**config.mk**
```make
export PLATFORM = sky130hd
export DESIGN_NAME = mdm_regs
export DESIGN_NICKNAME = d
export VERILOG_FILES = /design/src/rtl/mdm_pkg.sv /design/src/rtl/mdm_sync.sv /design/src/rtl/mdm_delta.sv /design/src/rtl/mdm_ctrl.sv /design/src/rtl/mdm_regs.sv
export SDC_FILE = /design/constraint.sdc
export NUM_CORES = 1
export LEC_CHECK = 0
export BUFFER_PORTS_ARGS = -buffer_cell sky130_fd_sc_hd__buf_2
export CORE_UTILIZATION = 45
export DETAILED_ROUTE_END_ITERATION = 8
export PLACE_DENSITY = 0.74
export SYNTH_ARGS = -nofsm -noshare
export SYNTH_HDL_FRONTEND = slang
export SYNTH_HIERARCHICAL = 1
export SYNTH_SLANG_ARGS = --single-unit
```
**constraint.sdc**
```tcl
create_clock -name clk -period 1.58 [get_ports clk]
set_input_delay 0.316 -clock clk [delete_from_list [all_inputs] [get_ports clk]]
set_output_delay 0.316 -clock clk [all_outputs]
set_load 0.01 [all_outputs]
```
**src/rtl/mdm_pkg.sv**
```systemverilog
package mdm_pkg;

    // Register map
    localparam int unsigned ADDR_W    = 3;
    localparam int unsigned DATA_W    = 8;
    localparam logic [ADDR_W-1:0] CTRL_ADDR = 3'd4;
    localparam logic [ADDR_W-1:0] STAT_ADDR = 3'd6;

    // Control register fields
    localparam int unsigned OUT_BITS  = 4;
    localparam int unsigned LOOP_BIT  = OUT_BITS;
    localparam int unsigned CTRL_W    = OUT_BITS + 1;
    localparam int unsigned C_DTR     = 0;
    localparam int unsigned C_RTS     = 1;
    localparam int unsigned C_OUT1    = 2;
    localparam int unsigned C_OUT2    = 3;

    // Modem line indices; status bit = index + LINES for the level, index for the flag
    localparam int unsigned LINES     = 4;
    localparam int unsigned L_CTS     = 0;
    localparam int unsigned L_DSR     = 1;
    localparam int unsigned L_RI      = 2;
    localparam int unsigned L_DCD     = 3;
    localparam int unsigned MASK_W    = LINES - 1;

    typedef enum logic {
        MODE_NORMAL = 1'b0,
        MODE_LOOP   = 1'b1
    } mode_e;

    typedef enum logic {
        EDGE_ANY    = 1'b0,
        EDGE_ASSERT = 1'b1
    } edge_e;

endpackage

```
**src/rtl/mdm_sync.sv**
```systemverilog
module mdm_sync #(
    parameter int unsigned WIDTH  = 4,
    parameter int unsigned STAGES = 2
) (
    input  logic             clk,
    input  logic             rst_n,
    input  logic [WIDTH-1:0] d,
    output logic [WIDTH-1:0] q
);
    // Pins idle high, so every stage resets to all ones.
    logic [STAGES-1:0][WIDTH-1:0] chain;

    generate
        if (STAGES == 1) begin : g_single
            always_ff @(posedge clk or negedge rst_n) begin
                if (!rst_n) chain <= '1;
                else        chain <= d;
            end
        end else begin : g_multi
            always_ff @(posedge clk or negedge rst_n) begin
                if (!rst_n) chain <= '1;
                else        chain <= {chain[STAGES-2:0], d};
            end
        end
    endgenerate

    assign q = chain[STAGES-1];
endmodule

```
**src/rtl/mdm_delta.sv**
```systemverilog
module mdm_delta
    import mdm_pkg::*;
#(
    parameter edge_e KIND = EDGE_ANY
) (
    input  logic clk,
    input  logic rst_n,
    input  logic act,    // synchronised line, 1 = active
    input  logic en,     // reporting enable
    input  logic clr,    // status read in this cycle
    output logic hit,    // qualifying change seen this cycle
    output logic flag    // sticky change flag
);
    logic prev_q;

    generate
        if (KIND == EDGE_ASSERT) begin : g_assert_only
            assign hit = en & act & ~prev_q;
        end else begin : g_any
            assign hit = en & (act ^ prev_q);
        end
    endgenerate

    always_ff @(posedge clk or negedge rst_n) begin
        if (!rst_n) begin
            prev_q <= 1'b0;
            flag   <= 1'b0;
        end else begin
            prev_q <= act;
            flag   <= (flag & ~clr) | hit;
        end
    end
endmodule

```
**src/rtl/mdm_ctrl.sv**
```systemverilog
module mdm_ctrl
    import mdm_pkg::*;
(
    input  logic                clk,
    input  logic                rst_n,
    input  logic                wr_stb,
    input  logic [CTRL_W-1:0]   wr_val,
    output logic [OUT_BITS-1:0] ctl_bits,
    output logic [DATA_W-1:0]   ctl_read,
    output logic [OUT_BITS-1:0] pins_n,
    output logic                loop_on
);
    mode_e state_q, state_d;
    logic [OUT_BITS-1:0] bits_q;

    // State register and control bits
    always_ff @(posedge clk or negedge rst_n) begin
        if (!rst_n) begin
            state_q <= MODE_NORMAL;
            bits_q  <= '0;
        end else begin
            state_q <= state_d;
            if (wr_stb) bits_q <= wr_val[OUT_BITS-1:0];
        end
    end

    // Transitions
    always_comb begin
        state_d = state_q;
        unique case (state_q)
            MODE_NORMAL: if (wr_stb &&  wr_val[LOOP_BIT]) state_d = MODE_LOOP;
            MODE_LOOP:   if (wr_stb && !wr_val[LOOP_BIT]) state_d = MODE_NORMAL;
            default:     state_d = MODE_NORMAL;
        endcase
    end

    // Outputs
    always_comb begin
        pins_n  = '1;
        loop_on = 1'b0;
        unique case (state_q)
            MODE_NORMAL: begin
                pins_n  = ~bits_q;
                loop_on = 1'b0;
            end
            MODE_LOOP: begin
                pins_n  = '1;
                loop_on = 1'b1;
            end
            default: begin
                pins_n  = '1;
                loop_on = 1'b0;
            end
        endcase
    end

    assign ctl_bits = bits_q;
    assign ctl_read = {{(DATA_W-CTRL_W){1'b0}}, loop_on, bits_q};
endmodule

```
**src/rtl/mdm_regs.sv**
```systemverilog
module mdm_regs
    import mdm_pkg::*;
#(
    parameter int unsigned SYNC_STAGES = 2
) (
    input  logic              clk,
    input  logic              rst_n,
    input  logic [ADDR_W-1:0] addr,
    input  logic              wr_en,
    input  logic              rd_en,
    input  logic [DATA_W-1:0] wr_data,
    output logic [DATA_W-1:0] rd_data,
    input  logic [MASK_W-1:0] pin_en,
    input  logic              dcd_n,
    input  logic              ri_n,
    input  logic              dsr_n,
    input  logic              cts_n,
    output logic              dtr_n,
    output logic              rts_n,
    output logic              out1_n,
    output logic              out2_n,
    output logic              loop_on
);
    logic                ctl_wr, stat_rd;
    logic [OUT_BITS-1:0] ctl_bits, pins_n;
    logic [DATA_W-1:0]   ctl_read, stat_word;
    logic [LINES-1:0]    raw_n, sync_n, act_ext, act_loop, act_sel, en_full;
    logic [LINES-1:0]    dhit, dflag;

    assign ctl_wr  = wr_en && (addr == CTRL_ADDR);
    assign stat_rd = rd_en && (addr == STAT_ADDR);

    mdm_ctrl u_ctrl (
        .clk      (clk),
        .rst_n    (rst_n),
        .wr_stb   (ctl_wr),
        .wr_val   (wr_data[CTRL_W-1:0]),
        .ctl_bits (ctl_bits),
        .ctl_read (ctl_read),
        .pins_n   (pins_n),
        .loop_on  (loop_on)
    );

    assign dtr_n  = pins_n[C_DTR];
    assign rts_n  = pins_n[C_RTS];
    assign out1_n = pins_n[C_OUT1];
    assign out2_n = pins_n[C_OUT2];

    // Input lines in status order: dcd, ri, dsr, cts
    assign raw_n = {dcd_n, ri_n, dsr_n, cts_n};

    mdm_sync #(.WIDTH(LINES), .STAGES(SYNC_STAGES)) u_sync (
        .clk   (clk),
        .rst_n (rst_n),
        .d     (raw_n),
        .q     (sync_n)
    );

    assign act_ext  = ~sync_n;
    assign act_loop = {ctl_bits[C_OUT2], ctl_bits[C_OUT1], ctl_bits[C_DTR], ctl_bits[C_RTS]};
    assign act_sel  = loop_on ? act_loop : act_ext;
    assign en_full  = {pin_en, 1'b1};

    genvar i;
    generate
        for (i = 0; i < LINES; i++) begin : g_line
            localparam edge_e KIND = (i == L_RI) ? EDGE_ASSERT : EDGE_ANY;
            mdm_delta #(.KIND(KIND)) u_delta (
                .clk   (clk),
                .rst_n (rst_n),
                .act   (act_sel[i]),
                .en    (en_full[i]),
                .clr   (stat_rd),
                .hit   (dhit[i]),
                .flag  (dflag[i])
            );
        end
    endgenerate

    assign stat_word = {act_sel & en_full, dflag};

    always_ff @(posedge clk or negedge rst_n) begin
        if (!rst_n) begin
            rd_data <= '0;
        end else if (rd_en) begin
            unique case (addr)
                CTRL_ADDR: rd_data <= ctl_read;
                STAT_ADDR: rd_data <= stat_word;
                default:   rd_data <= '0;
            endcase
        end
    end
endmodule

```
Word-level counts from Yosys, hierarchy flattened
Index checks and enable logic that the tools add are counted.

Equal/unequal tests: 2. Mux-type cells: 7. Bitwise logic cells: 21. Reduce and logical (&&, ||, !) cells: 5.

Operators with widths (number): 8-bit case mux with 2 select lines (1); 1-bit bitwise AND (8); 4-bit NOT (2); 4-bit case mux with 2 select lines (1); 3-bit equality test (second input constant) (2); 4-bit bitwise AND (1); 1-bit logical AND (4); 4-bit 2-to-1 mux (1); 1-bit OR (4); 1-bit case mux with 2 select lines (2); 1-bit NOT (3); 1-bit XOR (3); 1-bit 2-to-1 mux (2); 1-bit logical NOT (1).

Register bits after elaboration: 29. Bits of input ports: 22. Output and inout bits: 13. Logic and storage cells: 48.

Longest topological paths before layout
Gate-level depths: netlist (run 1).

Depth after elaboration: 6. Mapped depth: 4. Gate-level depth less buffers: 4.

Cells and area by module
The synthesis (run 1) kept the hierarchy.

Modules (own cells, without submodules): mdm_regs (instances 1, cells an instance 43, area an instance 434.2 µm², seq. area each 200.2 µm²); mdm_ctrl (instances 1, cells an instance 23, area an instance 270.3 µm², seq. area each 125.1 µm²); mdm_sync (instances 1, cells an instance 12, area an instance 240.2 µm², seq. area each 210.2 µm²); mdm_delta at g_line[0].u_delta ... (instances 3, cells an instance 6, area an instance 78.8 µm², seq. area each 50.0 µm²); mdm_delta at g_line[2].u_delta (instances 1, cells an instance 6, area an instance 73.8 µm², seq. area each 50.0 µm²).

Worst setup path before layout (run 1)
No wires, ideal clock.

Path type: input -> register. From: input wr_en. To: register with a tool-made name. Library setup time: 0.127 ns. Arrival time: 1.337 ns. Data required time: 1.453 ns. Slack: 0.116 ns. Cell stages on the path: 2. Path buffers: 0. Path through: nor4bb_1 > mux2_1.

RTL lines: start: declaration (RTL line mdm_regs.sv:9) `input logic wr_en,`.

==> flow_metrics.py, run 1 <==
metrics = {
    "clocking": {
        "clock_tree_from_tritoncts": "built",
        "tritoncts.num_buffers": 5,
        "cts_hold_repair.buffers": 0,
        "htree_num_levels": 2,
        "numClockSinks": 29,
        "clk_latency_worst_skew_pair_ps": 320,
        "root_buffer": "sky130_fd_sc_hd__clkbuf_4",
        "clkTransAtPathRegs_ps": 80,
        "cts-root-to-sink-buffers": 2,
        "postCtsSetupRepairBufs": 0,
    },
    "place": {
        "placedInstanceArea_mm2": 0.001339,
        "routabilityCongestion": 0.7740,
        "port_buffers": 31,
        "hpwlAfterDp_um": 1462,
    },
    "route": {
        "drt-wirelength-per-cell_um": 13.00,
        "antenna_left": 0,
        "num_vias": 777,
        "remaining_drc_errors": 0,
        "drt_wl_total_um": 2054,
        "viasPerCell": 4.918,
        "drtIter0Drc": 6,
        "drt_pre_antenna_iters": 4,
    },
    "cells_and_area": {
        "syn2layout_area_growth_pct": 13.03,
        "post_route_cells_drive_above_1_share": 0.3906,
        "nNetsFinal": 149,
        "finalInstanceArea_mm2": 0.001389,
        "antenna_cells": 0,
    },
    "grt": {
        "met1_track_demand_over_resource_in_global_routing": 0.2095,
        "grt_use_met2": 0.2561,
        "global_route.usage.met3": 0.07500,
        "gr-max-usage-layer": "met2",
        "antenna_found_initial": 0,
        "globalRoute.totalOverflow": 0,
        "largest_net_degree_at_the_start_of_global_routing": 30,
        "grtUsageTotal": 0.1735,
        "number_of_global_route_vias_before_repair": 767,
        "grt_pass1_wl_um": 3346,
    },
    "logic_synthesis": {
        "synth_area_mm2": 0.001229,
        "yosysWarnings": 6,
        "synth.avg_cell_area_um2": 12.54,
        "syn-instance-count": 98,
    },
    "critical_path": {
        "timing.critical_path.slowest_stage_cell": "sky130_fd_sc_hd__dfrtp_2",
        "path_buf_inv": 1,
        "cp-end-kind": "output port",
        "worstPathCellList": "nand2b_1 > buf_2",
        "crit_path_max_incr_delay_ps": 500,
        "setup.worst_path.start_class": "flip-flop",
        "worst-setup-path-type": "flip-flop to output port",
        "crit_family": "flip-flops",
        "critPathArrivalTime_ps": 1130,
        "critical_path_required_ps": 1260,
        "path_max_fanout": 15,
    },
    "die": {
        "fp-row-count": 18,
        "io-pin-count": 35,
        "die_area_mm2": 0.002944,
        "die_width_um": 54.26,
        "core_area_mm2": 0.002522,
        "initial_core_util": 0.4871,
        "fp.dieH_um": 54.26,
    },
    "sta": {
        "worstMarginPinSlew_ps": 610.4,
        "hold_viol_final": 0,
        "setup-violations-final": 0,
        "fin_crit_ps": 1448,
        "hold_slack_ps": 1.446,
        "fmaxAchievable_ghz": 0.6908,
        "fin_crit_sh": 0.9162,
        "timing.final.max_slew_violations": 0,
        "grt_setup_unrepaired": "false",
        "maxSlewHeadroom": 0.5931,
        "tns_ps": 0,
        "fin_worst_skew_ps": 6.999,
    },
    "power_and_ir_drop": {
        "power_density_mw_per_mm2": 1177,
        "max-vdd-ir-drop_uv": 886.3,
        "cellLeakagePower_nw": 0.6701,
    },
    "flow_run": {
        "max-cap-violations": 0,
    },
    "status": {
        "outcome": "finished, final reports clean",
    },
    "hold_path": {
        "worst_hold_path_type": "input port to async pin",
    },
}
[worst reg2reg max path, stage by stage, from the launching register on]
cell and delay (ps):
sky130_fd_sc_hd__dfrtp_2 500, sky130_fd_sc_hd__o21ai_0 360, sky130_fd_sc_hd__xor2_1 110, sky130_fd_sc_hd__a22o_1 210
[worst paths after layout]
path | from | depth (start not counted) | slack (ps) | end
worst max-delay path | flip-flop | 2 | 130 | out1_n
worst min register to register | u_sync/chain[2] | 0 | 360 | u_sync/q[2]
worst max register to register | flip-flop | 3 | 290 | g_line[1].u_delta/flag
max in group asynchronous | rst_n | 1 | 1150 | async pin
min in group clk | cts_n | 1 | 90 | u_sync/chain[0]
worst min-delay path | rst_n | 1 | 1 | g_line[0].u_delta/prev_q
[routing by layer]
metal | wire [µm] | up-vias
met5 | 0 | -
met4 | 64 | 0
met3 | 140 | 6
met2 | 947 | 28
met1 | 900 | 364
li1 | - | 379
[cell type report]
| class | count | area (µm²) |
|---|---|---|
| Sequential cell | 29 | 737.0 |
| Inverter | 9 | 33.78 |
| Multi-Input combinational cell | 48 | 354.1 |
| Fill cell | 245 | 1134 |
| Clock buffer | 8 | 48.80 |
| Tap cell | 30 | 37.54 |
| Timing Repair Buffer | 34 | 177.7 |
[registers in the layout (all words and copies together), names as in the netlist, named ones only]
register	count
rd_data	8
u_sync/chain	4
g_line.u_delta/flag	4
u_ctrl/ctl_bits	4
g_line.u_delta/prev_q	4
u_sync/q	4
[layout by cell type (no fill, tap or decap)]
master and n:
sky130_fd_sc_hd__buf_2 31, sky130_fd_sc_hd__dfrtp_1 20, sky130_fd_sc_hd__inv_1 9, sky130_fd_sc_hd__o21ai_0 8, sky130_fd_sc_hd__dfstp_2 8, sky130_fd_sc_hd__a22o_1 6
sky130_fd_sc_hd__nand2_1 5, sky130_fd_sc_hd__clkbuf_4 5, sky130_fd_sc_hd__mux2_1 5, sky130_fd_sc_hd__a22oi_1 4, sky130_fd_sc_hd__conb_1 4, sky130_fd_sc_hd__nand2b_1 4
sky130_fd_sc_hd__a31o_1 3, sky130_fd_sc_hd__clkbuf_1 3, sky130_fd_sc_hd__xor2_1 3, sky130_fd_sc_hd__buf_4 3, sky130_fd_sc_hd__nor4bb_1 1, sky130_fd_sc_hd__and4b_1 1
sky130_fd_sc_hd__and4bb_1 1, sky130_fd_sc_hd__and2b_2 1, sky130_fd_sc_hd__a221o_1 1, sky130_fd_sc_hd__o22ai_2 1, sky130_fd_sc_hd__dfrtp_2 1
[repair_timing]
action	4_1_cts	5_1_grt
hold endpoints to repair	0	0
setup endpoints to repair	0	4
gates resized for setup	0	1
[through the flow]
| step | utilization | power (mW) | instances | worst slack [ps] |
|---|---|---|---|---|
| after floorplan | - | 1.163 | 100 | 115.7 |
| after global placement | 0.5308 | 1.229 | 150 | 171.2 |
| after detailed placement | 0.5308 | 1.247 | 150 | 154.1 |
| after CTS | 0.5501 | 1.662 | 158 | 39.08 |
| after global routing | 0.5506 | 1.739 | 158 | 68.55 |
| final | 0.5506 | 1.634 | 158 | 132.4 |
[where the power goes]
| group | switching [mW] | internal [mW] |
|---|---|---|
| logic | 0.139 | 0.143 |
| registers | 0.0829 | 0.861 |
| clock network | 0.231 | 0.177 |
| total | 0.453 | 1.18 |
No activity file was read; power rests on OpenSTA's default activity.
==> inputs of run 2 (changes only) <==
ABC_AREA = 1   (was not set)
==> run 2 against run 1 <==
Net effect:
- fmax decreased by 1.5%
- critical endpoint is now out2_n
- combinational power down 2%
- count of clock-buffer cells in the layout decreased by 1
- clock skew increased by 4.0 ps
- largest cell class unchanged
==> flow_metrics.py, run 2 <==
metrics = {
    "grt": {
        "number_of_global_route_vias_before_repair": 953,
        "grtUsageTotal": 0.1835,
        "globalRoute.totalOverflow": 0,
        "grt_pass1_wl_um": 4312,
        "antenna_found_initial": 0,
        "largest_net_degree_at_the_start_of_global_routing": 30,
    },
    "cells_and_area": {
        "antenna_cells": 0,
        "nNetsFinal": 202,
        "syn2layout_area_growth_pct": 13.91,
        "finalInstanceArea_mm2": 0.001475,
        "post_route_cells_drive_above_1_share": 0.2983,
        "top_reg_by_flops": "rd_data",
        "post-route-util": 0.5396,
        "final_common_cell": "sky130_fd_sc_hd__nand2_1",
        "largest_register_ffs": 8,
        "layout_common_cells": "sky130_fd_sc_hd__nand2_1 (57), sky130_fd_sc_hd__buf_2 (31), sky130_fd_sc_hd__dfrtp_1 (20)",
    },
    "power_and_ir_drop": {
        "power_density_mw_per_mm2": 1083,
        "share_comb_of_total_power": 0.174,
        "share_clk_of_total_power": 0.259,
        "max-vdd-ir-drop_uv": 779.3,
        "power.internal_mw": 1.121,
        "net_sw_frac": 0.2984,
        "power_switching_mw": 0.4768,
        "seqPwrFrac": 0.567,
        "total_power_mw": 1.598,
        "cellLeakagePower_nw": 0.7902,
    },
    "place": {
        "placedInstanceArea_mm2": 0.001414,
        "hpwlAfterDp_um": 1726,
        "routabilityCongestion": 0.7477,
        "port_buffers": 31,
        "dpl_worst_slack_ps": 229.2,
    },
    "sta": {
        "hold_viol_final": 0,
        "tns_ps": 0,
        "fin_crit_sh": 0.9306,
        "timing.final.max_slew_violations": 0,
        "worstMarginPinSlew_ps": 612.2,
        "fin_worst_skew_ps": 10.99,
        "setup-violations-final": 0,
        "fin_crit_ps": 1470,
        "worst_slack_ps": 109.6,
        "grt_setup_unrepaired": "false",
        "maxSlewHeadroom": 0.5919,
        "fmaxAchievable_ghz": 0.6801,
    },
    "hold_path": {
        "worst_hold_path_type": "input port to flip-flop",
        "timing.hold.worst_path_depth": 1,
    },
    "clocking": {
        "root_buffer": "sky130_fd_sc_hd__clkbuf_4",
        "htree_num_levels": 2,
        "clock_tree_from_tritoncts": "built",
        "clk_latency_worst_skew_pair_ps": 320,
        "tritoncts.num_buffers": 5,
        "numClockSinks": 29,
        "cts-root-to-sink-buffers": 2,
        "clkTransAtPathRegs_ps": 90,
    },
    "logic_synthesis": {
        "synth_area_mm2": 0.001295,
        "syn-instance-count": 150,
        "yosysWarnings": 6,
        "synth.avg_cell_area_um2": 8.633,
    },
    "route": {
        "drt-wirelength-per-cell_um": 10.99,
        "viasPerCell": 4.693,
        "remaining_drc_errors": 0,
        "num_vias": 995,
        "drt_pre_antenna_iters": 4,
        "drt_wl_total_um": 2330,
        "drtIter0Drc": 21,
        "antenna_left": 0,
    },
    "die": {
        "initial_core_util": 0.4737,
        "die_width_um": 55.65,
        "fp-row-count": 19,
        "core_area_mm2": 0.002734,
        "die_area_mm2": 0.003096,
        "fp.dieH_um": 55.65,
        "io-pin-count": 35,
    },
    "critical_path": {
        "worst-setup-path-type": "flip-flop to output port",
        "critical_path_required_ps": 1260,
        "critPathArrivalTime_ps": 1150,
        "setup.worst_path.start_class": "flip-flop",
        "path_max_fanout": 12,
        "r2r_cells": 3,
        "cp-end-kind": "output port",
        "rrSetupSlack_ps": 260,
    },
    "flow_run": {
        "max-cap-violations": 0,
    },
    "status": {
        "outcome": "finished, final reports clean",
    },
}
run 2: path summary, 6_finish.rpt:
| kind | start | to |
|---|---|---|
| hold / removal | cts_n | u_sync/chain[0] |
| setup / recovery | flip-flop | out2_n |
| min in group asynchronous | rst_n | async pin |
| hold reg to reg | u_sync/chain[3] | u_sync/q[3] |
| setup reg to reg | flip-flop | rd_data[5] |
| max in group asynchronous | rst_n | async pin |
run 2: per-layer routing:
| metal | track usage | wire length [µm] |
|---|---|---|
| met4 | 0.07500 | 28 |
| met2 | 0.2892 | 1112 |
| met3 | 0.07209 | 156 |
| met5 | 0 | 0 |
| met1 | 0.2261 | 1033 |
run 2: cell type report:
type	count	area, µm²
timing repair buffer	33	172.7
sequential	29	737.0
fill	263	1259
inverter	20	75.07
clock inverter	1	5.005
clock buffer	7	45.04
multi-input combinational	91	401.6
tap	31	38.79
run 2: worst max-delay path, cell delays in order, from the launching register on:
cell and delay [ps]:
sky130_fd_sc_hd__dfrtp_2 490, sky130_fd_sc_hd__inv_1 140, sky130_fd_sc_hd__nand2_1 70, sky130_fd_sc_hd__buf_2 140
run 2: power by group through the flow:
stage               registers [mW]  logic [mW]  clock network (mW)
CTS                          0.906       0.281               0.436
finish                       0.906       0.278               0.414
detailed placement           0.918       0.278                   0
global placement             0.913       0.266                   0
floorplan                    0.913       0.198                   0
global route                 0.920       0.322               0.477
run 2: timing repair:
action | in CTS | in global routing
gates resized for setup | 1 | 0
hold buffers | 1 | 0
hold endpoints to repair | 8 | 0
buffers inserted | 0 | 0
endpoints found under the setup margin | 2 | 0
run 2: through the flow:
step,hold slack [ps],instances
2_1_floorplan,20.41,152
3_3_place_gp,345.9,203
3_5_place_dp,347.2,203
4_1_cts,64.21,212
5_1_grt,48.60,212
6_report,84.20,212
==> inputs of run 3 (changes only) <==
ABC_AREA = not set   (was 1)
PLACE_DENSITY = 0.75   (was 0.74)
SYNTH_HIERARCHICAL = not set   (was 1)
==> run 3 against run 2 <==
Net effect:
- the flow now finishes with violations (hold timing)
- sequential power increased by 3.3%
- power increased by 3.8%
- count of clock-buffer cells in the layout increased by 1
- synthesized cell count decreased by 40%
- cell count decreased by 26%
- first-iteration DRC count decreased by 14%
- core utilization increased by 6.3 points
- register-to-register slack improved by 20 ps
- clock skew decreased by 5.0 ps
- sequential share of layout area increased by 2.8 points
- synthesized area decreased by 11%
- setup slack got worse by 26 ps
- critical path type unchanged
- largest cell class unchanged
==> flow_metrics.py, run 3 <==
metrics = {
    "status": {
        "outcome": "finished, violations left",
        "violated_checks": "hold timing",
    },
    "logic_synthesis": {
        "synth_edf_count": 0,
        "fraction_of_the_mapped_netlist_area_in_compound_gates": 0.1097,
        "synth_sequential_area_ratio": 0.6384,
        "synth_top_cell_by_area": "sky130_fd_sc_hd__dfrtp_1",
        "predominant_post_synthesis_flop_cell": "sky130_fd_sc_hd__dfrtp_1",
        "synth_area_leaders": "sky130_fd_sc_hd__dfrtp_1 (46%), sky130_fd_sc_hd__dfstp_2 (18%), sky130_fd_sc_hd__mux2_2 (4.9%)",
        "synth_cell_types": 27,
        "synth.avg_cell_area_um2": 12.80,
        "synth_seq_cells": 29,
        "post_synth_mux_area_share": 0.04886,
        "yosys.area_share.adder": 0,
        "synth_area_mm2": 0.001152,
        "syn-instance-count": 90,
        "synth.most_common_cell": "sky130_fd_sc_hd__dfrtp_1",
        "cell_types_with_the_highest_counts_after_synthesis": "sky130_fd_sc_hd__dfrtp_1 (21), sky130_fd_sc_hd__dfstp_2 (8), sky130_fd_sc_hd__nand2b_1 (8)",
        "combinational_family_with_the_most_area_after_synthesis": "simple AND/OR/NAND/NOR gates",
        "synth_xor_area_frac": 0,
        "post_synth_and_or_nand_nor_area_fraction": 0.1748,
        "synth_async_sr_flop_share": 1.000,
        "syn-num-nets": 112,
        "yosysWarnings": 0,
        "synth_largest_type_area_fraction": 0.4560,
    },
    "grt": {
        "grt_pass1_wl_um": 3746,
        "globalRoute.totalOverflow": 0,
        "largest_net_degree_at_the_start_of_global_routing": 30,
        "number_of_global_route_vias_before_repair": 866,
        "grtUsageTotal": 0.2020,
        "antenna_found_initial": 0,
    },
    "place": {
        "port_buffers": 31,
        "placedInstanceArea_mm2": 0.001333,
        "routabilityCongestion": 0.7353,
        "hpwlAfterDp_um": 1662,
    },
    "critical_path": {
        "worst-setup-path-type": "flip-flop to output port",
        "critical_path_required_ps": 1260,
        "critPathArrivalTime_ps": 1180,
        "setup.worst_path.start_class": "flip-flop",
        "r2r_cells": 5,
        "regToRegEndpoint": "rd_data[7]",
        "rrSetupSlack_ps": 280,
        "cp-endpoint": "rts_n",
        "path_max_fanout": 13,
        "cp-end-kind": "output port",
    },
    "clocking": {
        "root_buffer": "sky130_fd_sc_hd__clkbuf_4",
        "numClockSinks": 29,
        "clkTransAtPathRegs_ps": 80,
        "cts-root-to-sink-buffers": 2,
        "clk_latency_worst_skew_pair_ps": 320,
        "htree_num_levels": 2,
        "tritoncts.num_buffers": 5,
        "clock_tree_from_tritoncts": "built",
    },
    "cells_and_area": {
        "nNetsFinal": 150,
        "syn2layout_area_growth_pct": 21.28,
        "post-route-util": 0.6028,
        "final_common_cell": "sky130_fd_sc_hd__buf_2",
        "top_reg_by_flops": "rd_data",
        "filler_cell_count": 203,
        "layout_common_cells": "sky130_fd_sc_hd__buf_2 (31), sky130_fd_sc_hd__dfrtp_1 (20), sky130_fd_sc_hd__nand2b_1 (8), sky130_fd_sc_hd__dfstp_2 (8)",
        "post_route_cells_drive_above_1_share": 0.4341,
        "finalInstanceArea_mm2": 0.001398,
        "largest_register_ffs": 8,
        "antenna_cells": 0,
    },
    "die": {
        "fp-row-count": 17,
        "fp.dieH_um": 52.61,
        "die_width_um": 52.61,
        "initial_core_util": 0.4970,
        "die_area_mm2": 0.002767,
        "io-pin-count": 35,
        "core_area_mm2": 0.002318,
    },
    "sta": {
        "fin_worst_skew_ps": 5.964,
        "maxSlewHeadroom": 0.5937,
        "setup-violations-final": 0,
        "grt_setup_unrepaired": "false",
        "fin_crit_sh": 0.9471,
        "fmaxAchievable_ghz": 0.6682,
        "timing.final.max_slew_violations": 0,
        "worstMarginPinSlew_ps": 609.4,
        "tns_ps": 0,
        "fin_crit_ps": 1496,
        "hold_slack_ps": -1.150,
        "hold_viol_final": 1,
    },
    "route": {
        "drtIter0Drc": 18,
        "remaining_drc_errors": 0,
        "num_vias": 839,
        "viasPerCell": 5.344,
        "drt-wirelength-per-cell_um": 14.48,
        "antenna_left": 0,
        "drt_wl_total_um": 2274,
        "drt_pre_antenna_iters": 4,
    },
    "power_and_ir_drop": {
        "cellLeakagePower_nw": 0.6591,
        "power_density_mw_per_mm2": 1187,
        "max-vdd-ir-drop_uv": 879.7,
    },
    "flow_run": {
        "max-cap-violations": 0,
    },
    "hold_path": {
        "worst_hold_path_type": "input port to async pin",
    },
}
==> run 3: cell count changes in the layout (fill, tap and decap cells not counted), sizes merged, moves of 4 or more <==
cell,delta
conb,-4
a22oi,+4
mux2,+5
nand3,-13
nor2,-5
nand2b,+8
inv,-14
nand2,-52
==> run 3: logic make-up after synthesis <==
group,count (synthesis)
compound gates,18
buf+inv,8
mux,5
simple gates,30
flops,29
==> run 3: per-layer routing <==
metal / global-route usage / wire, µm / vias up
met5: 0 / 0 / -
met4: 0.1272 / 40 / 0
met3: 0.05217 / 124 / 7
met2: 0.3586 / 1213 / 23
met1: 0.2075 / 895 / 408
li1: - / - / 401
==> run 3: worst min path at each step <==
| stage | start | end | slack (ps) | cells past startpoint |
|---|---|---|---|---|
| 6_report | rst_n | u_ctrl.ctl_bits[2] | -1 | 1 |
| 5_1_grt | rst_n | u_ctrl.ctl_bits[3] | 30 | 1 |
| 4_1_cts | rst_n | u_ctrl.ctl_bits[3] | 10 | 1 |
| 3_5_place_dp | u_sync.chain[1] | u_sync.q[1] | 350 | 0 |
| 3_3_place_gp | u_sync.chain[2] | u_sync.q[2] | 350 | 0 |
| 2_1_floorplan | rst_n | async pin | 20 | 0 |
==> run 3: final cells by class <==
cell class | instances | area (µm²) | area share
inverters | 6 | 22.52 | 0.01611
multi-input cells | 53 | 384.1 | 0.2748
repair buffers | 33 | 170.2 | 0.1218
flip-flops and latches | 29 | 737.0 | 0.5273
well taps | 28 | 35.03 | 0.02507
clock buffers | 8 | 48.80 | 0.03491
==> run 3: per-stage QoR <==
stage | std cells | total power, mW | worst slack (ps) | hold WS, ps
3_5_place_dp | 147 | 1.250 | 191.4 | 348.1
5_1_grt | 157 | 1.763 | 21.35 | 30.55
3_3_place_gp | 147 | 1.219 | 236.7 | 345.6
6_report | 157 | 1.658 | 83.55 | -1.150
2_1_floorplan | 90 | 1.112 | 382.8 | 20.41
4_1_cts | 155 | 1.659 | 49.38 | 13.83
==> run 3: where the power goes <==
group          total [mW]  internal [mW]  switching (mW)  leakage [nW]
Sequential          0.936          0.854          0.0816         0.338
Combinational       0.316          0.161           0.155         0.295
Clock               0.406          0.177           0.229        0.0265
==> run 3: worst max-delay path, stage by stage, from the launching register on <==
cell and delay [ps]:
sky130_fd_sc_hd__dfrtp_2 490, sky130_fd_sc_hd__or2b_1 240, sky130_fd_sc_hd__buf_2 130
==> run 3: repair_timing <==
action	4_1_cts	5_1_grt
buffers inserted	0	2
hold buffers	0	0
endpoints found under the setup margin	1	1
gates resized for setup	1	0
